**config.mk**
```make
export PLATFORM = sky130hd
export DESIGN_NAME = sec_watchdog
export DESIGN_NICKNAME = d
export VERILOG_FILES = /design/src/rtl/swd_pkg.sv /design/src/rtl/swd_regs.sv /design/src/rtl/swd_countdown.sv /design/src/rtl/sec_watchdog.sv
export SDC_FILE = /design/constraint.sdc
export NUM_CORES = 1
export LEC_CHECK = 0
export BUFFER_PORTS_ARGS = -buffer_cell sky130_fd_sc_hd__buf_2
export CAP_MARGIN = 10
export CORE_ASPECT_RATIO = 1.4
export CORE_MARGIN = 1.5
export CORE_UTILIZATION = 49
export CTS_CLUSTER_SIZE = 24
export DETAILED_ROUTE_END_ITERATION = 8
export PLACE_DENSITY_LB_ADDON = 0.08
export SYNTH_ARGS = -nofsm -noshare
export SYNTH_HDL_FRONTEND = slang
export SYNTH_SLANG_ARGS = --single-unit
```
**constraint.sdc**
```tcl
create_clock -name clk -period 3 [get_ports clk]
set_clock_uncertainty 0.2 [all_clocks]
set_input_delay 0.6 -clock clk [delete_from_list [all_inputs] [get_ports clk]]
set_output_delay 0.6 -clock clk [all_outputs]
set_load 0.01 [all_outputs]
```
**src/rtl/swd_pkg.sv**
```systemverilog
// Shared offsets and bit positions for the seconds watchdog.
// Assumes byte-addressed 32-bit words; only the offsets below decode.
package swd_pkg;
    localparam int OFS_CTRL  = 0;
    localparam int OFS_COUNT = 4;
    localparam int B_RUN     = 0;
    localparam int B_ACTION  = 1;
    localparam int B_OFF     = 2;
    localparam int B_KICK    = 7;
    localparam int B_FIRED   = 8;

    // Expiry action encoding held in the action bit.
    typedef enum logic {
        ACT_RESET    = 1'b0,
        ACT_POWEROFF = 1'b1
    } action_e;
endpackage

```
**src/rtl/swd_regs.sv**
```systemverilog
// Register file and decode for the watchdog.
// Holds start/action/reload/fired state, produces the kick strobe.
// Assumes single-cycle bus: writes act at the edge they are presented.
module swd_regs
    import swd_pkg::*;
#(
    parameter int DATA_W      = 32,
    parameter int ADDR_W      = 4,
    parameter int CNT_W       = 16,
    parameter int DEF_TIMEOUT = 60
) (
    input  logic              clk,
    input  logic              rst_n,
    input  logic              por_n,
    input  logic              bus_sel,
    input  logic              bus_we,
    input  logic [ADDR_W-1:0] bus_addr,
    input  logic [DATA_W-1:0] bus_wdata,
    input  logic              hw_off,
    input  logic              expire,
    input  logic [CNT_W-1:0]  remaining,
    output logic              run,
    output action_e           action,
    output logic              reload,
    output logic [CNT_W-1:0]  timeout,
    output logic              fired,
    output logic [DATA_W-1:0] bus_rdata
);
    localparam logic [CNT_W-1:0] DEF_VAL = CNT_W'(DEF_TIMEOUT);
    localparam logic [CNT_W-1:0] ONE     = CNT_W'(1);

    logic ctrl_wr, count_wr, ctrl_rd_sel, count_rd_sel;
    logic [CNT_W-1:0] wr_cnt;

    // Address decode for the two words.
    always_comb begin
        ctrl_rd_sel  = (bus_addr == ADDR_W'(OFS_CTRL));
        count_rd_sel = (bus_addr == ADDR_W'(OFS_COUNT));
        ctrl_wr      = bus_sel && bus_we && ctrl_rd_sel;
        count_wr     = bus_sel && bus_we && count_rd_sel;
        wr_cnt       = bus_wdata[CNT_W-1:0];
    end

    // Kick only counts when start was set before this write.
    assign reload = ctrl_wr && bus_wdata[B_KICK] && run && !hw_off;

    // Start and action bits; start cannot be set while disabled.
    always_ff @(posedge clk) begin
        if (!rst_n) begin
            run    <= 1'b0;
            action <= ACT_RESET;
        end else if (ctrl_wr) begin
            action <= action_e'(bus_wdata[B_ACTION]);
            if (!(hw_off && bus_wdata[B_RUN])) run <= bus_wdata[B_RUN];
        end
    end

    // Reload value; zero is clamped to one second.
    always_ff @(posedge clk) begin
        if (!rst_n)        timeout <= DEF_VAL;
        else if (count_wr) timeout <= (wr_cnt == '0) ? ONE : wr_cnt;
    end

    // Sticky fired flag on the power-on reset only.
    always_ff @(posedge clk) begin
        if (!por_n)       fired <= 1'b0;
        else if (expire)  fired <= 1'b1;
        else if (ctrl_wr) fired <= 1'b0;
    end

    // Combinational read mux.
    always_comb begin
        bus_rdata = '0;
        if (ctrl_rd_sel) begin
            bus_rdata[B_RUN]    = run;
            bus_rdata[B_ACTION] = action;
            bus_rdata[B_OFF]    = hw_off;
            bus_rdata[B_FIRED]  = fired;
        end else if (count_rd_sel) begin
            bus_rdata[CNT_W-1:0] = remaining;
        end
    end

    p_no_zero_reload_r2: assert property (@(posedge clk) disable iff (!rst_n)
        timeout != '0);
    p_off_blocks_start_r9: assert property (@(posedge clk) disable iff (!rst_n)
        (hw_off && !run) |=> !run);
endmodule

```
**src/rtl/swd_countdown.sv**
```systemverilog
// Seconds down-counter with expiry pulse generation.
// Assumes tick_1s is a one-cycle strobe; reload takes priority over tick.
module swd_countdown
    import swd_pkg::*;
#(
    parameter int CNT_W = 16
) (
    input  logic             clk,
    input  logic             rst_n,
    input  logic             tick_1s,
    input  logic             run,
    input  logic             reload,
    input  logic [CNT_W-1:0] timeout,
    input  action_e          action,
    output logic [CNT_W-1:0] remaining,
    output logic             expire,
    output logic             sys_rst_req,
    output logic             pwr_off_req
);
    localparam logic [CNT_W-1:0] ONE = CNT_W'(1);

    logic step;

    // A tick advances only a running, non-exhausted, un-kicked counter.
    always_comb begin
        step   = rst_n && run && tick_1s && !reload && (remaining != '0);
        expire = step && (remaining == ONE);
    end

    // Counter update.
    always_ff @(posedge clk) begin
        if (!rst_n)      remaining <= '0;
        else if (reload) remaining <= timeout;
        else if (step)   remaining <= remaining - ONE;
    end

    // Registered one-cycle request on the selected output.
    always_ff @(posedge clk) begin
        if (!rst_n) begin
            sys_rst_req <= 1'b0;
            pwr_off_req <= 1'b0;
        end else begin
            sys_rst_req <= expire && (action == ACT_RESET);
            pwr_off_req <= expire && (action == ACT_POWEROFF);
        end
    end

    p_hold_no_tick_r3: assert property (@(posedge clk) disable iff (!rst_n)
        (!tick_1s && !reload) |=> $stable(remaining));
    p_stopped_silent_r4: assert property (@(posedge clk) disable iff (!rst_n)
        (!run && !reload) |=> !(sys_rst_req || pwr_off_req));
    p_single_pulse_r7: assert property (@(posedge clk) disable iff (!rst_n)
        (sys_rst_req || pwr_off_req) |=> !(sys_rst_req || pwr_off_req));
    p_req_at_zero_r7: assert property (@(posedge clk) disable iff (!rst_n)
        (sys_rst_req || pwr_off_req) |-> (remaining == '0));
endmodule

```
**src/rtl/sec_watchdog.sv**
```systemverilog
// Top of the seconds watchdog: register file plus down-counter.
// Assumes rst_n may be driven by this block's own reset request; por_n is not.
module sec_watchdog
    import swd_pkg::*;
#(
    parameter int DATA_W      = 32,
    parameter int ADDR_W      = 4,
    parameter int CNT_W       = 16,
    parameter int DEF_TIMEOUT = 60
) (
    input  logic              clk,
    input  logic              rst_n,
    input  logic              por_n,
    input  logic              tick_1s,
    input  logic              hw_off,
    input  logic              bus_sel,
    input  logic              bus_we,
    input  logic [ADDR_W-1:0] bus_addr,
    input  logic [DATA_W-1:0] bus_wdata,
    output logic [DATA_W-1:0] bus_rdata,
    output logic              sys_rst_req,
    output logic              pwr_off_req
);
    logic             run, reload, expire, fired;
    action_e          action;
    logic [CNT_W-1:0] timeout, remaining;

    swd_regs #(
        .DATA_W(DATA_W), .ADDR_W(ADDR_W), .CNT_W(CNT_W), .DEF_TIMEOUT(DEF_TIMEOUT)
    ) u_regs (
        .clk(clk), .rst_n(rst_n), .por_n(por_n),
        .bus_sel(bus_sel), .bus_we(bus_we), .bus_addr(bus_addr), .bus_wdata(bus_wdata),
        .hw_off(hw_off), .expire(expire), .remaining(remaining),
        .run(run), .action(action), .reload(reload), .timeout(timeout),
        .fired(fired), .bus_rdata(bus_rdata)
    );

    swd_countdown #(.CNT_W(CNT_W)) u_cnt (
        .clk(clk), .rst_n(rst_n), .tick_1s(tick_1s), .run(run), .reload(reload),
        .timeout(timeout), .action(action), .remaining(remaining), .expire(expire),
        .sys_rst_req(sys_rst_req), .pwr_off_req(pwr_off_req)
    );

    p_fired_on_req_r8: assert property (@(posedge clk) disable iff (!rst_n || !por_n)
        (sys_rst_req || pwr_off_req) |-> fired);
    p_req_exclusive_r7: assert property (@(posedge clk) disable iff (!rst_n)
        !(sys_rst_req && pwr_off_req));
endmodule

```
# Word level (Yosys, flattened, before mapping)
# Cells that the tools add are included.
# totals
n_memories	0
mem_bits_ro	0
in_bits	43
word_cells	44
register_bits	37
out_inout_bits	34
latchBits	0
ramBits	0
# classes
add_sub_neg	1
muxes	10
n_lt_le_gt_ge	0
n_shift	0
mul	0
reduce_logical	22
div	0
eq_ne	2
n_bitwise	2
# op_table
cell	count
16-bit two-way mux	4
16-bit by 1-bit == test with 1-bit output (second input constant)	1
16-bit zero test	1
16-bit nonzero test	1
16-bit by 1-bit subtractor with 16-bit output (second input constant)	1
1-bit logical AND	14
7-bit two-way mux	1
5-bit two-way mux	1
4-bit by 3-bit == test with 1-bit output (second input constant)	1
4-bit zero test	1
2-bit nonzero test	2
1-bit two-way mux	3
3-bit two-way mux	1
1-bit zero test	2
1-bit NOT	2
2-bit AND reduction	1

# Depth between registers and ports, before layout
# Gate-level depths: netlist (run 1).
# logic_depth
depth_word	10
mapped_depth	8
depth_no_buf	7

# Hierarchy
# From an unflattened synthesis (run 1), not the netlist that was laid out.
# hier_totals
cells_unflattened	264
hier_area_um2	2152.1
# modules_own_cells
module	seq_area_each_um2	area_each_um2	n_inst	cells_per_inst
swd_countdown	360.3	1092.3	1	130
swd_regs	380.4	1059.8	1	134

# Worst setup path after synthesis (run 1)
# No wires, ideal clock.
# synth_path
path_type	in2reg
start	input port bus_addr[1]
end	register u_cnt.remaining[1]
arrival_time_ns	2.277
cell_stages	8
required_ns	2.673
path_slack_ns	0.396
setup_ns	0.127
n_path_buf	3
cell_sequence	or3_1 -> buf_6 -> or3_4 -> buf_6 -> or3_4 -> buf_6 -> nand4_2 -> o221ai_2
# synth_via
elab_chain_cells	9
elab_cells_between_ends	10
# synth_rtl
item	line	source
from (decl)	sec_watchdog.sv:18	input logic [ADDR_W-1:0] bus_addr,
4-bit zero test *	swd_regs.sv:37	ctrl_rd_sel = (bus_addr == ADDR_W'(OFS_CTRL));
1-bit logical AND *	swd_regs.sv:39	ctrl_wr = bus_sel && bus_we && ctrl_rd_sel;
1-bit logical AND * (3 in series)	swd_regs.sv:45	assign reload = ctrl_wr && bus_wdata[B_KICK] && run && !hw_off;
1-bit zero test	swd_countdown.sv:26	step = rst_n && run && tick_1s && !reload && (remaining != '0);
1-bit logical AND (2 in series)	swd_countdown.sv:26	
2-bit nonzero test (no source line)	-	
to (signal assigned)	swd_countdown.sv:33	else if (reload) remaining <= timeout;
to (signal assigned)	swd_countdown.sv:34	else if (step) remaining <= remaining - ONE;
to (decl)	swd_countdown.sv:15	output logic [CNT_W-1:0] remaining,
# Every way passes the cells marked *; elsewhere a longest branch is shown, timed or not.
# A chain may end at the register's enable or synchronous reset.

# Worst setup path in the final report (run 1)
# layout_path
start	input port bus_addr[1]
end	output port bus_rdata[3]
# layout_via
elab_chain_cells	3
elab_cells_between_ends	4
# layout_rtl
item	line	source
4-bit by 3-bit == test with 1-bit output	swd_regs.sv:38	count_rd_sel = (bus_addr == ADDR_W'(OFS_COUNT));
16-bit two-way mux	swd_regs.sv:79	end else if (count_rd_sel) begin
5-bit two-way mux *	swd_regs.sv:74	if (ctrl_rd_sel) begin
to (decl)	sec_watchdog.sv:20	output logic [DATA_W-1:0] bus_rdata,
# Marked as above.

==> results.json, run 1 <==
{
  "ys_seq_area_share_pct": 35.7,
  "crit_path_cell_trace": "buf_2 -> or3_1 -> nor2_1 -> buf_4 -> and2_1 -> buf_2",
  "cts_root_buf": "clkbuf_8",
  "crit_family": "simple AND/OR/NAND/NOR gates",
  "drv_slew": 0,
  "hold_buffers": 0,
  "final_common_cell": "buf_2",
  "synthCells": 257,
  "cts.htree.levels": 2,
  "grt_pass1_vias": 1625,
  "setup_viol": 0,
  "synth_warnings": 0,
  "die_area_um2": 4640,
  "syn_to_final_growth_pct": 13.4,
  "io_pins": 77,
  "power_switching_uw": 216,
  "worstPathMaxFanout": 11,
  "port_buffers": 44,
  "layout_min_cycle_time_ns": 2.56,
  "path_clk_slew_ns": 0.07,
  "p_per_area_nw_per_um2": 399,
  "worstPathArrival_ns": 1.76,
  "cellLeakagePower_nw": 1.01,
  "cap_viol_max_count": 0,
  "drc_errors": 0,
  "crit_type": "input pin to output port",
  "instances_no_fill": 345,
  "viasPerCell": 5.29,
  "run_status": "finished clean",
  "clk_path_buf_depth": 2,
  "place.detailed.hpwl_mm": 3.46,
  "vias": 1825,
  "antenna_found_initial": 0,
  "die_w_um": 58.0,
  "avgSynthCellArea_um2": 8.08,
  "grt_max_degree": 23,
  "power_frac_clock_pct": 40.8,
  "nFillCells": 403,
  "drt_wl_total_mm": 4.62,
  "final_cell_mix": "44 x buf_2, 41 x nand2_1, 37 x dfxtp_1",
  "clk_latency_ns": 0.29,
  "die_y_um": 80.0,
  "grt_pass1_wl_mm": 7.63,
  "rsz0062_at_grt": "false",
  "crit_cells": 6,
  "p_int_uw": 723,
  "start_util_pct": 52.1,
  "crit_required_ns": 2.20,
  "finish.instance_area_um2": 2350,
  "path_buf_inv": 3,
  "placed_cell_area_um2": 2250,
  "fmax_ghz": 0.390,
  "first_iter_violations": 76,
  "cts_setup_buffers": 0,
  "drive_above_1_share_pct": 23.2,
  "synth_ff_type": "dfxtp_1",
  "cts_made_buffers": 5,
  "end_kind": "output port",
  "yosys.cell_types.count": 40,
  "r2r_cells": 5,
  "overflow": 0,
  "drt-wirelength-per-cell_um": 13.4,
  "coreArea_um2": 3990,
  "nNetsFinal": 347,
  "combPwrFrac_pct": 6.6,
  "hold_depth": 2,
  "synth_edf_count": 0,
  "seq_power_share_pct": 52.6,
  "hold_violations": 0,
  "start_kind": "input pin",
  "cts_tree": "yes",
  "first_pass_iters": 6,
  "async_flop_share_pct": 0,
  "drtAntennaViolNets": 0,
  "max_stage_delay_ns": 0.49,
  "rows": 27,
  "groute.usage.overall_pct": 21.5,
  "n_antenna_cell": 0,
  "ys_ff_latch": 37,
  "hold_class": "flip-flop to flip-flop",
  "p_sw_share_pct": 23.0,
  "syn-cell-area_um2": 2080,
  "dpl.cell_count": 337,
  "cp_slowest_cell": "or3_1",
  "gp_congestion": 0.815,
  "ir_drop_mv": 0.362,
  "post_cts_resize_count": 0,
  "period_share_pct": 85.4,
  "crit_path_frequent_cell": "buf_2",
  "cts.sinks": 37,
  "finalSetupTns_ns": 0
}
per-layer routing:
layer	global-route usage [%]	wire, um
met1	27.9	2140
met2	35.6	2260
met3	3.40	176
met4	7.67	53
met5	0	0
synthesized netlist by cell type (3+ instances only):
| cell | instances | share of area, % |
|---|---|---|
| mux2i_1 | 6 | 2.9 |
| o21ai_1 | 10 | 2.4 |
| nor3_1 | 7 | 1.7 |
| xor2_1 | 8 | 3.4 |
| a21oi_1 | 25 | 6.0 |
| and2_1 | 10 | 3.0 |
| clkbuf_1 | 8 | 1.4 |
| nand3_1 | 11 | 2.7 |
| nor4b_1 | 4 | 1.7 |
| inv_1 | 7 | 1.3 |
| xnor2_1 | 3 | 1.3 |
| buf_4 | 16 | 5.8 |
| nor4_1 | 6 | 1.8 |
| nand3b_1 | 4 | 1.4 |
| ha_1 | 3 | 1.8 |
| o21ai_0 | 5 | 1.2 |
| dfxtp_1 | 37 | 36 |
| or3_4 | 3 | 1.6 |
| nor2_1 | 15 | 2.7 |
| buf_6 | 5 | 2.7 |
| nand2_1 | 41 | 7.4 |
kinds of logic after synthesis:
kind of cell	after synthesis	share of synthesized area, %
AOI/OAI and AO/OA	51	14.5
and+or+nand+nor	112	29.1
adders and majority gates	3	1.81
other	1	0.181
xor gates and xnor gates	11	4.64
buffers and inverters	36	11.2
muxes	6	2.89
DFF	37	35.7
tightest hold or removal path: cells and delay by family (launching register included):
kind / cells / cell delay (ns)
and+or+nand+nor: 1 / 0.05
DFF: 1 / 0.31
AOI/OAI and AO/OA: 1 / 0.05
power groups by stage:
stage / clock (mW) / combinational [mW] / sequential, mW
floorplan: 0 / 0.0502 / 0.505
global placement: 0 / 0.0620 / 0.506
detailed placement: 0 / 0.0623 / 0.506
CTS: 0.393 / 0.0625 / 0.494
global route: 0.411 / 0.0703 / 0.494
finish: 0.383 / 0.0624 / 0.494
final cells by class:
cell class | instances | area [um2] | share of cell area [%]
multi-input combinational | 199 | 1160 | 49.3
sequential | 37 | 741 | 31.5
timing repair buffer | 51 | 273 | 11.6
clock buffer | 7 | 96.3 | 4.09
tap | 43 | 53.8 | 2.28
inverter | 7 | 26.3 | 1.12
clock inverter | 1 | 5.00 | 0.213
state kept, by name, indices dropped and copies added (netlist names):
name and cells:
u_regs.timeout 16, u_cnt.remaining 16, u_regs.action 1, u_cnt.sys_rst_req 1, u_regs.run 1, u_cnt.pwr_off_req 1, u_regs.fired 1
worst paths after layout:
| check | startpoint | endpoint | slack, ns |
|---|---|---|---|
| max | bus_addr[1] | bus_rdata[3] | 0.44 |
| min | u_regs.timeout[7] | u_regs.timeout[7] | 0.25 |
| max reg2reg | u_cnt.remaining[2] | u_cnt.remaining[15] | 0.75 |
| min reg2reg | u_regs.timeout[7] | u_regs.timeout[7] | 0.25 |
stage by stage:
step | worst slack [ns] | utilization (%) | hold slack [ns] | power, mW
floorplan | 0.396 | - | 0.225 | 0.555
global placement | 0.316 | 56.5 | 0.243 | 0.568
detailed placement | 0.314 | 56.5 | 0.246 | 0.568
CTS | 0.448 | 59.1 | 0.256 | 0.950
global route | 0.376 | 59.1 | 0.281 | 0.975
finish | 0.438 | 59.1 | 0.254 | 0.940
Note: power is estimated with default switching activity, not from simulation.
==> run 2, diff against run 1 <==
- CORE_MARGIN: 1.5 -> 5
==> results.json, run 2 (same netlist as run 1, synthesis figures left out) <==
{
  "r2r_slack_ns": 0.78,
  "pre_cts_slack_ns": 0.314,
  "period_share_pct": 83.9,
  "place.detailed.hpwl_mm": 3.61,
  "max_stage_delay_ns": 0.47,
  "setup_ws_ns": 0.482,
  "cellLeakagePower_nw": 0.988,
  "overflow": 0,
  "first_pass_iters": 4,
  "finalSetupTns_ns": 0,
  "viasPerCell": 5.26,
  "power_uw": 873,
  "cts_setup_buffers": 0,
  "crit_required_ns": 2.20,
  "first_iter_violations": 100,
  "end_kind": "output port",
  "hold_class": "flip-flop to flip-flop",
  "drv_slew": 0,
  "worstPathMaxFanout": 11,
  "nNetsFinal": 346,
  "cp_slowest_cell": "or3_1",
  "setup_viol": 0,
  "path_clk_slew_ns": 0.07,
  "clk_path_buf_depth": 2,
  "drt_wl_total_mm": 4.70,
  "run_status": "finished clean",
  "port_buffers": 44,
  "hold_depth": 2,
  "p_per_area_nw_per_um2": 376,
  "tightest_slew_ns": 0.559,
  "drt-wirelength-per-cell_um": 13.7,
  "rows": 28,
  "holdPathEnd": "u_regs.timeout[7]",
  "reg.largest.list": "u_cnt.remaining x16, u_regs.timeout x16",
  "cts.htree.levels": 2,
  "vias": 1809,
  "cts_tree": "yes",
  "crit_path_cell_trace": "buf_2 -> or3_1 -> nor2_1 -> buf_4 -> and2_1 -> buf_2",
  "grt_pass1_vias": 1633,
  "cap_viol_max_count": 0,
  "grt_max_degree": 24,
  "r2r_cells": 5,
  "worstPathArrival_ns": 1.72,
  "gp_congestion": 0.827,
  "placed_cell_area_um2": 2250,
  "cts.sinks": 37,
  "groute.usage.overall_pct": 17.4,
  "crit_type": "input pin to output port",
  "r2r-start": "u_cnt.remaining[2]",
  "antenna_found_initial": 0,
  "die_y_um": 87.0,
  "post_cts_resize_count": 0,
  "grt_pass1_wl_mm": 7.67,
  "drtAntennaViolNets": 0,
  "drive_above_1_share_pct": 22.4,
  "io_pins": 77,
  "fmax_ghz": 0.397,
  "final_cell_mix": "44 x buf_2, 41 x nand2_1, 37 x dfxtp_1",
  "start_util_pct": 49.8,
  "slew_headroom_pct": 62.6,
  "die_area_um2": 5660,
  "drc_errors": 0,
  "r2r-end": "u_cnt.remaining[15]",
  "rsz0062_at_grt": "false",
  "hold_buffers": 0,
  "min-delay-start": "u_regs.timeout[7]",
  "ir_drop_mv": 0.303,
  "hold_violations": 0,
  "layout_min_cycle_time_ns": 2.52,
  "finish.instance_area_um2": 2320,
  "final_common_cell": "buf_2",
  "syn_to_final_growth_pct": 11.8,
  "start_kind": "input pin",
  "clk_latency_ns": 0.29,
  "n_antenna_cell": 0,
  "coreArea_um2": 4170,
  "die_w_um": 65.0,
  "crit_path_frequent_cell": "buf_2",
  "cts_root_buf": "clkbuf_8",
  "cts_made_buffers": 5
}
## run 2: changes by cell type in the layout (fill, tap and decap cells not counted), sizes merged
| cell | before | now |
|---|---|---|
| clkbuf | 7 | 5 |
| buf | 51 | 50 |
## run 2: area by class of cell
| type | count | area [um2] |
|---|---|---|
| clock buffer | 5 | 68.8 |
| clock inverter | 1 | 5.00 |
| fill | 434 | 1850 |
| inverter | 7 | 26.3 |
| multi-input combinational | 199 | 1160 |
| sequential | 37 | 741 |
| tap | 45 | 56.3 |
| timing repair buffer | 50 | 265 |
## run 2: report_power, final
part           switching [mW]  internal, mW
Combinational          0.0402        0.0224
Clock                   0.163         0.153
Sequential            0.00135         0.493
## run 2: worst max-delay path by stage
stage | from | to | slack (ns) | cells past startpoint
2_1_floorplan | bus_addr[1] | u_cnt.remaining[1] | 0.40 | 8
3_3_place_gp | bus_addr[1] | u_cnt.remaining[15] | 0.33 | 6
3_5_place_dp | bus_addr[1] | u_cnt.remaining[6] | 0.31 | 6
4_1_cts | bus_addr[1] | bus_rdata[10] | 0.46 | 6
5_1_grt | bus_addr[1] | bus_rdata[5] | 0.36 | 6
6_report | bus_addr[1] | bus_rdata[10] | 0.48 | 6
## run 2: critical path: cells and delay by family
kind          cells  cell delay (ns)
buf+inv           3             0.38
simple gates      3             0.72
## run 2: layer usage
layer | vias up | wire length, um | GRT usage, %
li1 | 951 | - | -
met1 | 809 | 2180 | 22.4
met2 | 43 | 2200 | 28.7
met3 | 6 | 241 | 2.97
met4 | 0 | 78 | 7.36
met5 | - | 0 | 0
## run 2: stage by stage
stage,util [%],instances,hold slack (ns)
floorplan,-,272,0.225
global placement,53.9,338,0.243
detailed placement,53.9,338,0.245
CTS,55.7,344,0.254
global route,55.7,344,0.275
finish,55.7,344,0.253
==> run 3, diff against run 2 <==
- CORE_UTILIZATION: 49 -> 44
- clock period: 3 -> 2.05 ns (I/O delays scaled with it)
==> results.json, run 3 (same netlist as run 1, synthesis figures left out) <==
{
  "worstPathMaxFanout": 5,
  "cts.htree.levels": 2,
  "drt_wl_total_mm": 5.51,
  "io_pins": 77,
  "hold_buffers": 0,
  "cts_root_buf": "clkbuf_8",
  "finalSetupTns_ns": -0.547,
  "pre_cts_slack_ns": -0.297,
  "violations": "setup timing",
  "hold_class": "input pin to flip-flop",
  "first_pass_iters": 4,
  "drv_slew": 0,
  "groute.usage.overall_pct": 17.9,
  "layout_min_cycle_time_ns": 2.11,
  "nNetsFinal": 373,
  "setup_ws_ns": -0.0590,
  "die_y_um": 91.3,
  "grt_max_degree": 25,
  "setup_viol": 11,
  "first_iter_violations": 63,
  "drtAntennaViolNets": 0,
  "coreArea_um2": 4570,
  "antenna_found_initial": 0,
  "syn_to_final_growth_pct": 34.7,
  "period_share_pct": 103,
  "place.detailed.hpwl_mm": 4.09,
  "start_util_pct": 45.4,
  "post-route-util_pct": 61.2,
  "grt_pass1_wl_mm": 8.50,
  "gp_congestion": 0.815,
  "hold_violations": 0,
  "n_antenna_cell": 0,
  "final_cell_mix": "39 x nand2_1, 35 x dfxtp_1, 31 x buf_2",
  "start_kind": "input pin",
  "clk_path_buf_depth": 2,
  "crit_type": "input pin to output port",
  "drc_errors": 0,
  "cellLeakagePower_nw": 1.17,
  "vias": 1898,
  "crit_required_ns": 1.44,
  "overflow": 0,
  "worstPathArrival_ns": 1.50,
  "grt_pass1_vias": 1799,
  "power_mw": 1.32,
  "cap_viol_max_count": 0,
  "viasPerCell": 4.87,
  "die_w_um": 68.1,
  "cts_made_buffers": 5,
  "path_clk_slew_ns": 0.07,
  "p_per_area_nw_per_um2": 473,
  "clk_latency_ns": 0.29,
  "port_buffers": 44,
  "reg.largest.list": "u_cnt.remaining x16, u_regs.timeout x16",
  "hold_ws_ns": 0.144,
  "die_area_um2": 6210,
  "rsz0062_at_grt": "true",
  "cts.sinks": 37,
  "final_common_cell": "nand2_1",
  "end_kind": "output port",
  "cts_tree": "yes",
  "run_status": "finished, violations left",
  "drt-wirelength-per-cell_um": 14.1,
  "fmax_ghz": 0.474,
  "drive_above_1_share_pct": 38.4,
  "ir_drop_mv": 0.386,
  "rows": 29
}
## run 3: layer usage
metal	up-vias	share of wire [%]	wire [um]	track usage, %
li1	1000	-	-	-
met1	850	41	2250	21.6
met2	40	53	2930	30.9
met3	8	4.1	225	2.72
met4	0	1.9	103	6.97
met5	-	0	0	0
## run 3: area by class of cell
type                    instances  area [um2]
fillers                       472        1770
inverters                       7        26.3
flip-flops and latches         37         743
well taps                      62        77.6
multi-input cells             200        1320
clock buffers                   6        72.6
clock inverters                 2        10.0
repair buffers                 76         553
## run 3: final timing paths
| check | to | from | cells after the start | slack (ns) |
|---|---|---|---|---|
| worst min register to register | u_regs.fired | u_regs.fired | 2 | 0.25 |
| worst max register to register | u_cnt.remaining[9] | u_cnt.remaining[3] | 6 | 0.04 |
| worst min-delay path | u_regs.timeout[2] | bus_wdata[2] | 3 | 0.14 |
| worst max-delay path | bus_rdata[6] | bus_addr[3] | 7 | -0.06 |
## run 3: where the power goes
group / internal, mW / leakage [nW] / switching, mW
logic: 0.0439 / 0.823 / 0.0656
registers: 0.721 / 0.299 / 0.00199
clock network: 0.235 / 0.0450 / 0.255
## run 3: critical path, stage by stage
cell and delay (ns):
buf_6 0.09, or3_4 0.38, buf_6 0.13, nor2_4 0.12, buf_6 0.14, and2_4 0.14
buf_6 0.09
## run 3: timing repair
action,CTS,global route
hold endpoints to repair,0,0
cloned,1,1
setup endpoints to repair,16,30
setup buffers,2,1
resized for setup,13,42
pin swaps,15,11
## run 3: metrics by stage
step                      area [um2]  cells
after floorplan                 2160    272
after global placement          2460    377
after detailed placement        2460    377
after CTS                       2610    388
after global routing            2800    390
final                           2800    390
